`config.mk`:
```
export PLATFORM = sky130hd
export DESIGN_NAME = scl_rate_gen
export DESIGN_NICKNAME = d
export VERILOG_FILES = /design/src/rtl/scl_rate_gen.sv
export SDC_FILE = /design/constraint.sdc
export NUM_CORES = 1
export LEC_CHECK = 0
export BUFFER_PORTS_ARGS = -buffer_cell sky130_fd_sc_hd__buf_2
export CAP_MARGIN = 20
export CORE_MARGIN = 1.5
export CORE_UTILIZATION = 55
export DETAILED_ROUTE_END_ITERATION = 7
export PLACE_DENSITY = 0.8
export SLEW_MARGIN = 5
export SYNTH_ARGS = -nofsm -noshare
export SYNTH_HDL_FRONTEND = slang
export SYNTH_SLANG_ARGS = --single-unit
```
`constraint.sdc`:
```
create_clock -name clk -period 4.1 [get_ports clk]
set_input_delay 0.615 -clock clk [delete_from_list [all_inputs] [get_ports clk]]
set_output_delay 0.615 -clock clk [all_outputs]
set_load 0.02 [all_outputs]
```
`src/rtl/scl_rate_gen.sv`:
```
module scl_rate_gen #(
  parameter int CKS_W      = 3,
  parameter int CNT_W      = 5,
  parameter int REG_W      = 8,
  parameter int CKS_LSB    = 4,
  parameter int WP_BIT     = 3,
  parameter int OVH_DIRECT = 4,
  parameter int OVH_SCALED = 3
) (
  input  logic             clk,
  input  logic             rst_n,
  input  logic             ctl_enable,
  input  logic             ctl_reset,
  input  logic             run,
  input  logic             cfg_we,
  input  logic [1:0]       cfg_addr,
  input  logic [REG_W-1:0] cfg_wdata,
  output logic [REG_W-1:0] cfg_rdata,
  input  logic             scl_in,
  output logic             scl_drive_low,
  output logic             tick_rise,
  output logic             tick_fall
);

  localparam int PRE_W = (1 << CKS_W) - 1;
  localparam int PH_W  = CNT_W + 1;
  localparam logic [CNT_W-1:0] CNT_MIN = CNT_W'(1);
  localparam logic [CNT_W-1:0] CNT_MAX = '1;

  typedef enum logic [1:0] {S_IDLE, S_LOW, S_HWAIT, S_HIGH} phase_e;

  phase_e             state_q, state_d;
  logic [CKS_W-1:0]   cks_q;
  logic [CNT_W-1:0]   low_q, high_q;
  logic [PRE_W-1:0]   pre_q, div_m1;
  logic [PH_W-1:0]    cnt_q, n_tgt, ovh;
  logic               s1_q, s2_q, scl_f;
  logic               active, pre_last, last_tick, enter_low, enter_high;
  logic               unused_wdata;

  assign active = ctl_enable && !ctl_reset;
  assign unused_wdata = ^{cfg_wdata[REG_W-1], cfg_wdata[WP_BIT-1:0]};

  // configuration registers
  always_ff @(posedge clk or negedge rst_n) begin
    if (!rst_n) begin
      cks_q  <= '0;
      low_q  <= CNT_MAX;
      high_q <= CNT_MAX;
    end else if (cfg_we) begin
      case (cfg_addr)
        2'd0: if (cfg_wdata[WP_BIT]) cks_q <= cfg_wdata[CKS_LSB +: CKS_W];
        2'd1: low_q  <= (cfg_wdata[CNT_W-1:0] == '0) ? CNT_MIN : cfg_wdata[CNT_W-1:0];
        2'd2: high_q <= (cfg_wdata[CNT_W-1:0] == '0) ? CNT_MIN : cfg_wdata[CNT_W-1:0];
        default: ;
      endcase
    end
  end

  always_comb begin
    cfg_rdata = '0;
    case (cfg_addr)
      2'd0: cfg_rdata[CKS_LSB +: CKS_W] = cks_q;
      2'd1: cfg_rdata = {{(REG_W-CNT_W){1'b1}}, low_q};
      2'd2: cfg_rdata = {{(REG_W-CNT_W){1'b1}}, high_q};
      default: cfg_rdata = '0;
    endcase
  end

  // line synchroniser with two-sample agreement filter
  always_ff @(posedge clk or negedge rst_n) begin
    if (!rst_n) begin
      s1_q  <= 1'b1;
      s2_q  <= 1'b1;
      scl_f <= 1'b1;
    end else begin
      s1_q <= scl_in;
      s2_q <= s1_q;
      if (s1_q == s2_q) scl_f <= s2_q;
    end
  end

  // prescaler and phase counting
  assign div_m1    = ({{(PRE_W-1){1'b0}}, 1'b1} << cks_q) - 1'b1;
  assign pre_last  = (pre_q == div_m1);
  assign ovh       = (cks_q == '0) ? PH_W'(OVH_DIRECT) : PH_W'(OVH_SCALED);
  assign n_tgt     = {1'b0, (state_q == S_LOW) ? low_q : high_q} + ovh;
  assign last_tick = pre_last && (cnt_q == n_tgt - 1'b1);

  always_comb begin
    state_d = state_q;
    if (!active) state_d = S_IDLE;
    else begin
      case (state_q)
        S_IDLE:  if (run) state_d = S_LOW;
        S_LOW:   if (last_tick) state_d = S_HWAIT;
        S_HWAIT: if (scl_f) state_d = S_HIGH;
        S_HIGH:  if (last_tick) state_d = run ? S_LOW : S_IDLE;
        default: state_d = S_IDLE;
      endcase
    end
  end

  assign enter_low  = (state_d == S_LOW)  && (state_q != S_LOW);
  assign enter_high = (state_d == S_HIGH) && (state_q != S_HIGH);

  always_ff @(posedge clk or negedge rst_n) begin
    if (!rst_n) begin
      state_q   <= S_IDLE;
      pre_q     <= '0;
      cnt_q     <= '0;
      tick_rise <= 1'b0;
      tick_fall <= 1'b0;
    end else begin
      state_q   <= state_d;
      tick_fall <= enter_low;
      tick_rise <= enter_high;
      if (enter_low || enter_high) begin
        pre_q <= '0;
        cnt_q <= '0;
      end else if (state_q == S_LOW || state_q == S_HIGH) begin
        pre_q <= pre_last ? '0 : pre_q + 1'b1;
        if (pre_last) cnt_q <= cnt_q + 1'b1;
      end
    end
  end

  assign scl_drive_low = (state_q == S_LOW);

  AST_TICK_EXCL: assert property (@(posedge clk) disable iff (!rst_n)
    !(tick_rise && tick_fall));
  AST_FALL_WITH_LOW: assert property (@(posedge clk) disable iff (!rst_n)
    tick_fall |-> scl_drive_low);
  AST_RISE_AFTER_LINE: assert property (@(posedge clk) disable iff (!rst_n)
    tick_rise |-> $past(scl_f));
  AST_IDLE_SILENT: assert property (@(posedge clk) disable iff (!rst_n)
    !active |=> (!scl_drive_low && !tick_rise && !tick_fall));
  AST_COUNT_FLOOR: assert property (@(posedge clk) disable iff (!rst_n)
    (low_q != '0) && (high_q != '0));
  AST_CKS_GUARD: assert property (@(posedge clk) disable iff (!rst_n)
    (cfg_we && cfg_addr == 2'd0 && !cfg_wdata[WP_BIT]) |=> $stable(cks_q));
  AST_NO_OVERFLOW: assert property (@(posedge clk) disable iff (!rst_n)
    (state_q == S_LOW || state_q == S_HIGH) |-> (cnt_q < n_tgt));

endmodule

```
# Word level (Yosys, flattened, before mapping)
# Index checks and enable logic that the tools add are counted.
[classes]
add_sub_neg = 5
n_eq_ne = 12
n_shift = 1
muxes = 19
reduce_logical = 18
[op_table]
columns = ["op", "count"]
rows = [
  ["7-bit 2-to-1 mux", 3],
  ["6-bit 2-to-1 mux", 3],
  ["2-bit 2-to-1 mux", 5],
  ["5-bit 2-to-1 mux", 2],
  ["3-bit one-hot mux with 3 select lines", 1],
  ["2-bit equality test (second input constant)", 4],
  ["2-bit one-hot mux with 4 select lines", 1],
  ["4-bit one-hot mux with 2 select lines", 1],
  ["7-bit by 1-bit adder with 7-bit output (second input constant)", 1],
  ["7-bit equality test", 1],
  ["1-bit by 3-bit left shift with 7-bit output (first input constant)", 1],
  ["7-bit by 1-bit subtractor with 7-bit output (second input constant)", 1],
  ["5-bit by 3-bit adder with 6-bit output", 1],
  ["6-bit by 1-bit adder with 6-bit output (second input constant)", 1],
  ["2-bit by 1-bit equality test with 1-bit output (second input constant)", 3],
  ["6-bit equality test", 1],
  ["2-bit AND reduction", 3],
  ["6-bit by 1-bit subtractor with 6-bit output (second input constant)", 1],
  ["5-bit logical NOT", 1],
  ["1-bit logical AND", 4],
  ["2-bit logical NOT", 2],
  ["2-bit nonzero test", 2],
  ["3-bit logical NOT", 1],
  ["3-bit 2-to-1 mux", 1],
  ["8 further kinds", 10],
]
[totals]
ff_bits = 33
output_inout_bits = 11

# Logic depth before layout (Yosys ltp)
# Gate-level depths: netlist (run 1).
[logic_depth]
word_depth = 14
mapped_depth = 15
ltp_nobuf = 13

# Worst setup path before layout (run 1)
# OpenSTA, ideal clock, no wires.
[synth_path]
path_type = "reg2reg"
startpoint = "register state_q[1]"
endpoint = "register cnt_q[0]"
setup_time_ns = 0.139
arrival_time_ns = 3.299
required_time_ns = 3.961
setup_slack_ns = 0.662
stages_incl_launch_ff = 15
n_path_buf = 2
path_cell_list = "dfrtp_1 -> clkbuf_1 -> nor2b_1 -> buf_2 -> mux2i_1 -> xnor2_1 -> ha_1 -> inv_1 -> fa_1 -> xor3_1 -> nand4_1 -> nor3_1 -> nand3b_1 -> o41ai_4 -> nor2_1"
[synth_between]
elab_chain_cells = 14
[synth_lines]
columns = ["item", "line_no", "rtl"]
rows = [
  ["start: declaration", "32", "phase_e state_q, state_d;"],
  ["start signal: assignment", "115", "state_q <= state_d;"],
  ["2-bit by 1-bit equality test with 1-bit output (*)", "n/a", ""],
  ["named net scl_drive_low", "20", "output logic scl_drive_low,"],
  ["5-bit 2-to-1 mux", "87", "assign n_tgt = {1'b0, (state_q == S_LOW) ? low_q : high_q} + ovh;"],
  ["5-bit by 3-bit adder with 6-bit output", "87", ""],
  ["6-bit by 1-bit subtractor with 6-bit output", "88", "assign last_tick = pre_last && (cnt_q == n_tgt - 1'b1);"],
  ["6-bit equality test", "88", ""],
  ["1-bit logical AND", "88", ""],
  ["2-bit 2-to-1 mux, on equally long branches", "98, 96", ""],
  ["2-bit one-hot mux with 4 select lines", "94", "case (state_q)"],
  ["2-bit 2-to-1 mux", "92", "if (!active) state_d = S_IDLE;"],
  ["2-bit by 1-bit equality test with 1-bit output / 2-bit equality test (equally long branches)", "104, 105", ""],
  ["1-bit logical AND, on equally long branches", "104, 105", ""],
  ["1-bit logical OR", "118", "if (enter_low || enter_high) begin"],
  ["2-bit nonzero test (no line)", "n/a", ""],
  ["2-bit AND reduction (no line)", "n/a", ""],
  ["end signal: assignment", "123", "if (pre_last) cnt_q <= cnt_q + 1'b1;"],
  ["end: declaration", "36", "logic [PH_W-1:0] cnt_q, n_tgt, ovh;"],
]
# The timed path passes the listed nets; every way through them passes the cells marked *.
# A chain may end at the register's enable or synchronous reset.

# Worst setup path after layout (run 1)
[layout_path]
startpoint = "register state_q[1]"
endpoint = "register cnt_q[1]"
[layout_between]
elab_chain_cells = 14
[layout_lines]
columns = ["item", "line_no"]
rows = [
  ["2-bit by 1-bit equality test with 1-bit output", "87, 94, 121"],
  ["5-bit 2-to-1 mux", "87"],
  ["5-bit by 3-bit adder with 6-bit output", "87"],
  ["6-bit by 1-bit subtractor with 6-bit output", "88"],
  ["6-bit equality test", "88"],
  ["1-bit logical AND", "88"],
  ["2-bit 2-to-1 mux, on equally long branches", "98, 96"],
  ["2-bit one-hot mux with 4 select lines", "94"],
  ["2-bit 2-to-1 mux", "92"],
  ["2-bit by 1-bit equality test with 1-bit output / 2-bit equality test (equally long branches)", "104, 105"],
  ["1-bit logical AND, on equally long branches", "104, 105"],
  ["1-bit logical OR", "118"],
  ["2-bit nonzero test (no line)", "n/a"],
  ["2-bit AND reduction (no line)", "n/a"],
]
# Several ways; a longest one is shown, not always the timed one.

==> results.md, run 1 <==
- Clk_skew: 5.72 ps
- CTS tree: built
- Worst Setup End Kind: flop
- Core ar.: 0.00400 mm2
- Net Sw Frac: 0.339
- Vias per cell: 5.75
- Share of layout cells above drive strength 1: 0.269
- Setup Buffers After CTS: 0
- Leakage: 1.14 nW
- CP required: 4250 ps
- Post-Syn Area: 0.00229 mm2
- FMAX: 268 MHz
- Register area share after synthesis: 0.368
- Drt first pass iters: 6
- Antenna violations before repair: 0
- Global route overflow: 0
- Number of synthesized flops with an enable pin: 0
- Clk pwr share: 0.240
- Psw: 0.000354 W
- Internal power: 0.000691 W
- FFs w/ async S/R, synth: 1.00
- Pwr/cell area: 410 mW/mm2
- Top-Level Pins: 28
- Site Rows: 23
- # diodes: 0
- First-pass GRT wire length: 7290 um
- Vias: 1805
- Placed cell area: 0.00246 mm2
- Top cells by area, synth: dfrtp_1 22%, dfstp_2 15%, ha_1 6.6%
- Area grow syn2layout: 11.6%
- Status: completed
- Most frequent cells in the layout: 26 x buf_2, 20 x dfrtp_1, 18 x nand2_1
- Fillers: 331
- Sink Count: 33
- Power Total: 0.00104 W
- Commonest non-fill, non-tap cell in the layout: buf_2
- Worst EP arrival: 3880 ps
- RSZ-0062 raised after global routing: no
- Final Cell Area: 0.00255 mm2
- Root buffer cell: clkbuf_8
- Category of the worst setup path launch point: flop
- Final period util: 0.911
- DR WL/cell: 13.9 um
- Final Hold Viols: 0
- Period minus WS final: 3740 ps
- Chip height: 67.5 um
- Syn Inst Count: 234
- Least-Margin Pin Slew: 745 ps
- Most common flop cell mapped by yosys: dfrtp_1
- Largest net degree at the start of global routing: 34
- Post-detail-place hpwl: 3200 um
- Post-Syn Nets: 264
- Hold Slack: 370 ps
- Avg Inst Size Synth: 9.77 um2
- Combinational power share: 0.363
- GPL Wtd Cong: 0.814
- Vias in the first global route: 1676
- Final nets: 293
- Worst-path fanout max: 9
- Clk_lat worst skew: 280 ps
- Yosys top cell area share: 0.219
- Residual DRC: 0
- DR iter-0 viols: 113
- # setup viols final: 0
- Kind of critical path: flop to flop
- VDD IR max: 0.219 mV
- Setup TNS Final: 0 ps
- PortBufs: 26
- Pins over their slew limit: 0
- Aggregate routed wire length: 4350 um
- Post-CTS sizing: 0
- Post-DRT Antenna Nets: 0
- Die area: 0.00455 mm2
- Hold Crit Class: flop to flop
- #FFs+latches synth: 33
- Synth cell types: 51
- Die Width: 67.5 um
- All-Layer GR Usage: 0.213
- CTS hold repair buffers: 0
- Clk slew on worst S/H paths: 70 ps
- Initial Util: 0.571
- CTS Buf Count: 5
- Max Cap Viol: 0
- CTS H-tree lvls: 2
- Clk buf depth: 2
- Yosys warns: 0
- Relative slew slack: 0.503
- Register Area: 842 um2
- Flop pwr share: 0.397
- Cell taking the most area after synthesis: dfrtp_1
- Multi-input gate area: 0.00132 mm2
## routing by layer
metal	vias to the layer above	track usage	part of all wire
li1	900	-	-
met1	877	0.270	0.46
met2	19	0.360	0.50
met3	9	0.0350	0.024
met4	0	0.0842	0.016
met5	-	0	0
## final timing paths
check | slack, ps | startpoint | end | cells after the start
worst max-delay path | 360 | state_q[1] | cnt_q[1] | 13
worst min-delay path | 370 | s1_q | s2_q | 0
worst max register to register | 360 | state_q[1] | cnt_q[1] | 13
worst min register to register | 370 | s1_q | s2_q | 0
max in group asynchronous | 3230 | rst_n | cnt_q[4] | 1
min in group asynchronous | 400 | rst_n | cks_q[0] | 1
## logic make-up after synthesis
group,Yosys count,share of synthesized area
AND/OR/NAND/NOR,79,0.187
AO/OA/AOI/OAI,50,0.159
flip-flops,33,0.368
buffers and inverters,24,0.0542
multiplexers,18,0.0848
XOR/XNOR,16,0.0679
adder cells (fa/ha/maj),14,0.0788
## worst max-delay path: stages, from the launching register on
cell	delay (ps)
dfrtp_1	470
nor2b_1	140
buf_4	180
mux2i_1	310
xnor2_1	170
ha_1	190
inv_1	60
fa_1	390
xor3_1	380
nand4_1	90
nor3_1	220
nand3b_1	220
o41ai_4	660
nor2_1	110
## power groups by stage
stage	clock, W	sequential (W)	combinational (W)
2_1_floorplan	0	0.000410	0.000309
3_3_place_gp	0	0.000417	0.000367
3_5_place_dp	0	0.000419	0.000378
4_1_cts	0.000259	0.000414	0.000381
5_1_grt	0.000268	0.000421	0.000421
6_report	0.000251	0.000415	0.000379
## flip-flops by register name, indices dropped and copies added, names as in the netlist, 2 cells and up
register,flops
cnt_q,6
pre_q,7
state_q,2
cks_q,3
low_q,5
high_q,5
## final cells by class
class                   count  share of cell area
flip-flops and latches     33               0.330
well taps                  50              0.0245
repair buffers             31              0.0657
multi-input cells         177               0.517
clock buffers               8              0.0353
inverters                  15              0.0270
## synthesized netlist by cell type (2+ instances only)
| master | number |
|---|---|
| dfrtp_1 | 20 |
| nand2_1 | 18 |
| dfstp_2 | 13 |
| inv_1 | 13 |
| nor2_1 | 13 |
| a21oi_1 | 12 |
| ha_1 | 12 |
| mux2_2 | 11 |
| nor2b_1 | 11 |
| o21ai_0 | 10 |
| nand3_1 | 9 |
| xnor2_1 | 9 |
| mux2i_1 | 7 |
| a22oi_1 | 6 |
| nand2b_1 | 6 |
| or3_1 | 6 |
| xor2_1 | 6 |
| nand4_1 | 5 |
| a31oi_1 | 4 |
| clkbuf_1 | 4 |
| o21ai_1 | 3 |
| o31ai_1 | 3 |
| buf_2 | 2 |
| buf_6 | 2 |
| nor3_1 | 2 |
| o31ai_2 | 2 |
## through the flow
stage          setup WS [ps]  std cells   util
2_1_floorplan            662        234      -
3_3_place_gp             447        306  0.615
3_5_place_dp             365        306  0.615
4_1_cts                  346        314  0.638
5_1_grt                 70.3        314  0.638
6_report                 364        314  0.638
No activity file was read; power rests on OpenSTA's default activity.
==> inputs of run 2 (changes only) <==
- BUFFER_PORTS_ARGS: -buffer_cell sky130_fd_sc_hd__buf_2 -> default
- DONT_BUFFER_PORTS: default -> 1
- PLACE_DENSITY: 0.8 -> 0.74
- TNS_END_PERCENT: default -> 10
==> results.md, run 2 (synthesis results as in run 1) <==
- Status: completed
- DR WL/cell: 14.1 um
- Worst-path fanout max: 9
- Clk_lat worst skew: 280 ps
- Post-CTS sizing: 0
- Clk buf depth: 2
- Most frequent cells in the layout: 20 x dfrtp_1, 18 x nand2_1, 13 x inv_1, 13 x nor2_1, 13 x dfstp_2
- Antenna violations before repair: 0
- Top-Level Pins: 28
- Category of the worst setup path launch point: flop
- Post-DRT Antenna Nets: 0
- Met2 usage: 0.311
- Final Hold Viols: 0
- RSZ-0062 raised after global routing: no
- First-pass GRT wire length: 6800 um
- Non-filler instance count after layout: 287
- Vias: 1674
- Residual DRC: 0
- Final nets: 266
- Core ar.: 0.00400 mm2
- Fillers: 347
- Top flop regs: pre_q (7), cnt_q (6)
- FMAX: 267 MHz
- Die area: 0.00455 mm2
- Drt first pass iters: 4
- Placed cell area: 0.00232 mm2
- Die Width: 67.5 um
- Setup Buffers After CTS: 0
- Placed Instances: 279
- Hold Crit Class: primary input to asynchronous set/reset pin
- CTS Buf Count: 5
- Site Rows: 23
- Global route hottest layer: met2
- Power Total: 0.000989 W
- Met3 Track Usage GR: 0.0500
- Final Cell Area: 0.00240 mm2
- CTS tree: built
- Vias per cell: 5.83
- Vias in the first global route: 1509
- Setup TNS Final: 0 ps
- DR iter-0 viols: 64
- # diodes: 0
- Least-Margin Pin Slew: 733 ps
- Global route overflow: 0
- CP cell instances: nor2b_1, buf_4, mux2i_1, xnor2_1, ha_1, inv_1, fa_1, xor3_1, nand4_1, nor3_1, nand3b_1, o41ai_4, nor2_1
- Largest Register: pre_q
- Largest net degree at the start of global routing: 34
- Core Util, Final: 0.601
- PortBufs: 0
- Post-detail-place hpwl: 3060 um
- Leakage: 1.02 nW
- Area grow syn2layout: 5.20%
- Share of layout cells above drive strength 1: 0.186
- Clk slew on worst S/H paths: 70 ps
- Max reg flops: 7
- Pwr/cell area: 411 mW/mm2
- Worst Setup End Kind: flop
- Period minus WS final: 3750 ps
- Kind of critical path: flop to flop
- Critical path's slowest cell: o41ai_4
- All-Layer GR Usage: 0.198
- Worst EP arrival: 3900 ps
- Aggregate routed wire length: 4040 um
- # setup viols final: 0
- CTS hold repair buffers: 0
- Max Cap Viol: 0
- CP required: 4250 ps
- Root buffer cell: clkbuf_8
- GR Layer Usage met1: 0.265
- Initial Util: 0.571
- Pins over their slew limit: 0
- Final period util: 0.915
- Crit-path max cell delay: 670 ps
- Sink Count: 33
- VDD IR max: 0.186 mV
- Relative slew slack: 0.508
- CTS H-tree lvls: 2
- GPL Wtd Cong: 0.797
- Chip height: 67.5 um
- Commonest non-fill, non-tap cell in the layout: dfrtp_1
- Clk_skew: 8.12 ps
run 2: cell types whose count changed in the layout (fill, tap and decap cells not counted):
cell | previous run | this run
buf_2 | 26 | 0
buf_4 | 5 | 4
clkbuf_8 | 6 | 5
clkinv_2 | 0 | 1
run 2: layout make-up:
cell class / count / area [um2] / share of cell area
Clock buffer: 7 / 76.3 / 0.0317
Multi-Input combinational cell: 177 / 1320 / 0.549
Tap cell: 50 / 62.6 / 0.0260
Clock inverter: 1 / 5.00 / 0.00208
Sequential cell: 33 / 842 / 0.350
Timing Repair Buffer: 4 / 30.0 / 0.0125
Inverter: 15 / 68.8 / 0.0286
run 2: where the power goes:
part	internal (W)	switching, W
clock network	0.000119	0.000109
registers	0.000377	0.0000408
logic	0.000164	0.000179
run 2: path summary, 6_finish.rpt:
path / slack (ps) / end / from / cells after the start
setup / recovery: 350 / cnt_q[0] / state_q[1] / 13
hold / removal: 30 / cnt_q[5] / rst_n / 0
setup reg to reg: 350 / cnt_q[0] / state_q[1] / 13
hold reg to reg: 370 / s2_q / s1_q / 0
max in group asynchronous: 3890 / low_q[4] / rst_n / 0
min in group clk: 330 / s1_q / scl_in / 0
run 2: worst max-delay path: cells and delay by family, from the launching register on:
kind	cells	cell delay, ps
buf+inv	2	270
mux	1	280
fa+ha+maj	2	560
simple gates	5	810
compound gates	1	670
xor+xnor	2	540
flops	1	460
run 2: per-stage QoR:
step | hold WS (ps) | worst slack (ps)
3_5_place_dp | 320 | 333
6_report | 26.3 | 349
2_1_floorplan | 319 | 662
4_1_cts | 9.71 | 315
3_3_place_gp | 321 | 388
5_1_grt | 2.69 | 42.4
run 2: layer usage:
metal | wire, um | vias up
met2 | 1990 | 9
li1 | - | 845
met5 | 0 | -
met4 | 59 | 0
met3 | 80 | 6
met1 | 1910 | 814
==> inputs of run 3 (changes only) <==
- PLACE_DENSITY: 0.74 -> 0.77
- clock period: 4.1 -> 3.4 ns (I/O delays scaled with it)
==> results.md, run 3 (synthesis results as in run 1) <==
- Status: completed
- Max Cap Viol: 0
- Least-Margin Pin Slew: 946 ps
- Sink Count: 33
- Most frequent cells in the layout: 20 x dfrtp_1, 18 x nand2_1, 13 x inv_1, 13 x nor2_1, 13 x dfstp_2
- # setup viols final: 0
- Aggregate routed wire length: 4430 um
- Final nets: 275
- Vias in the first global route: 1513
- Final Cell Area: 0.00251 mm2
- Largest net degree at the start of global routing: 21
- Site Rows: 23
- Initial Util: 0.571
- Root buffer cell: clkbuf_8
- Period minus WS final: 3240 ps
- CTS H-tree lvls: 2
- Kind of critical path: flop to flop
- Post-DRT Antenna Nets: 0
- DR WL/cell: 15.0 um
- First-pass GRT wire length: 6990 um
- PortBufs: 0
- # diodes: 0
- Worst-path fanout max: 5
- Largest Register: pre_q
- Category of the worst setup path launch point: flop
- Place WS: -6.53 ps
- CTS Buf Count: 5
- Vias: 1688
- Area grow syn2layout: 9.85%
- Final period util: 0.951
- Post-detail-place hpwl: 3190 um
- Fillers: 327
- Global route overflow: 0
- Top flop regs: pre_q (7), cnt_q (6)
- Final Hold Viols: 0
- Drt first pass iters: 4
- Core ar.: 0.00400 mm2
- Clk buf depth: 2
- Worst Setup End Kind: flop
- Top-Level Pins: 28
- Setup TNS Final: 0 ps
- Crit-path max cell delay: 430 ps
- Clk_skew: 8.09 ps
- Die area: 0.00455 mm2
- Die Width: 67.5 um
- CTS tree: built
- Max reg flops: 7
- CP required: 3580 ps
- Pins over their slew limit: 0
- Commonest non-fill, non-tap cell in the layout: dfrtp_1
- VDD IR max: 0.331 mV
- DR iter-0 viols: 66
- FMAX: 309 MHz
- Leakage: 1.07 nW
- Hold Crit Class: primary input to asynchronous set/reset pin
- Chip height: 67.5 um
- Antenna violations before repair: 0
- Non-filler instance count after layout: 296
- GPL Wtd Cong: 0.803
- CP cell instances: nor2b_1, buf_4, mux2i_1, ha_1, inv_1, ha_2, inv_1, fa_1, xor2_1, nand4_1, nor3_1, nand3b_1, buf_4, or3_1, o31ai_1
- Share of layout cells above drive strength 1: 0.228
- Critical path's slowest cell: fa_1
- Clk_lat worst skew: 280 ps
- Clk slew on worst S/H paths: 70 ps
- Final worst slack: 165 ps
- All-Layer GR Usage: 0.207
- Placed cell area: 0.00237 mm2
- Worst EP arrival: 3420 ps
- RSZ-0062 raised after global routing: no
- Vias per cell: 5.70
- Relative slew slack: 0.367
- Residual DRC: 0
- Placed Instances: 285
- Pwr/cell area: 504 mW/mm2
[run 3: cell count changes in the layout (fill, tap and decap cells not counted), sizes merged]
cell / before / now
buf: 4 / 12
clkbuf: 7 / 8
clkinv: 2 / 1
dlygate4sd3: 0 / 1
[run 3: layout make-up]
| class | instances | area [um2] | share of cell area |
|---|---|---|---|
| well taps | 50 | 62.6 | 0.0249 |
| clock buffers | 8 | 90.1 | 0.0359 |
| flip-flops and latches | 33 | 842 | 0.335 |
| repair buffers | 13 | 104 | 0.0414 |
| inverters | 15 | 68.8 | 0.0274 |
| multi-input cells | 177 | 1340 | 0.535 |
[run 3: metal layers]
metal  global-route usage  up-vias  wire length (um)
met1                0.279      807              2080
met3               0.0400        6               121
met5                    0        -                 0
li1                     -      857                 -
met2                0.321       18              2130
met4               0.0969        0               108
[run 3: report_power, final]
| group | internal, W | leakage, nW | switching, W | total [W] |
|---|---|---|---|---|
| clock | 0.000165 | 0.0455 | 0.000133 | 0.000298 |
| sequential | 0.000455 | 0.402 | 0.0000455 | 0.000501 |
| combinational | 0.000225 | 0.620 | 0.000243 | 0.000468 |
| total | 0.000845 | 1.07 | 0.000422 | 0.00127 |
[run 3: per-stage QoR]
step            util  hold WS (ps)  total power (W)
5_1_grt        0.628          50.1          0.00135
3_3_place_gp   0.592           216         0.000927
6_report       0.628          67.4          0.00127
4_1_cts        0.622          60.2          0.00126
3_5_place_dp   0.592           216         0.000942
2_1_floorplan      -           214         0.000867
[run 3: final timing paths]
path | startpoint | end | slack (ps) | cells after the start
worst max-delay path | state_q[1] | tick_fall | 160 | 15
worst min-delay path | rst_n | low_q[0] | 70 | 0
worst max register to register | state_q[1] | tick_fall | 160 | 15
worst min register to register | s1_q | s2_q | 370 | 0
max in group asynchronous | rst_n | pre_q[4] | 1990 | 1
min in group clk | scl_in | s1_q | 220 | 0
[run 3: what timing repair did]
item                       4_1_cts  5_1_grt
setup endpoints to repair        5       10
pin swaps                        1        4
gates cloned                     0        0
hold endpoints to repair        20        0
hold buffers                     1        0
gates resized for setup          3        3
buffers inserted                 0        2
[run 3: critical path: cells and delay by family (launching register included)]
kind | cells | cell delay (ps)
XOR/XNOR | 1 | 170
multiplexers | 1 | 270
AND/OR/NAND/NOR | 5 | 950
buffers and inverters | 4 | 490
adder cells (fa/ha/maj) | 3 | 780
AO/OA/AOI/OAI | 1 | 70
flip-flops | 1 | 380
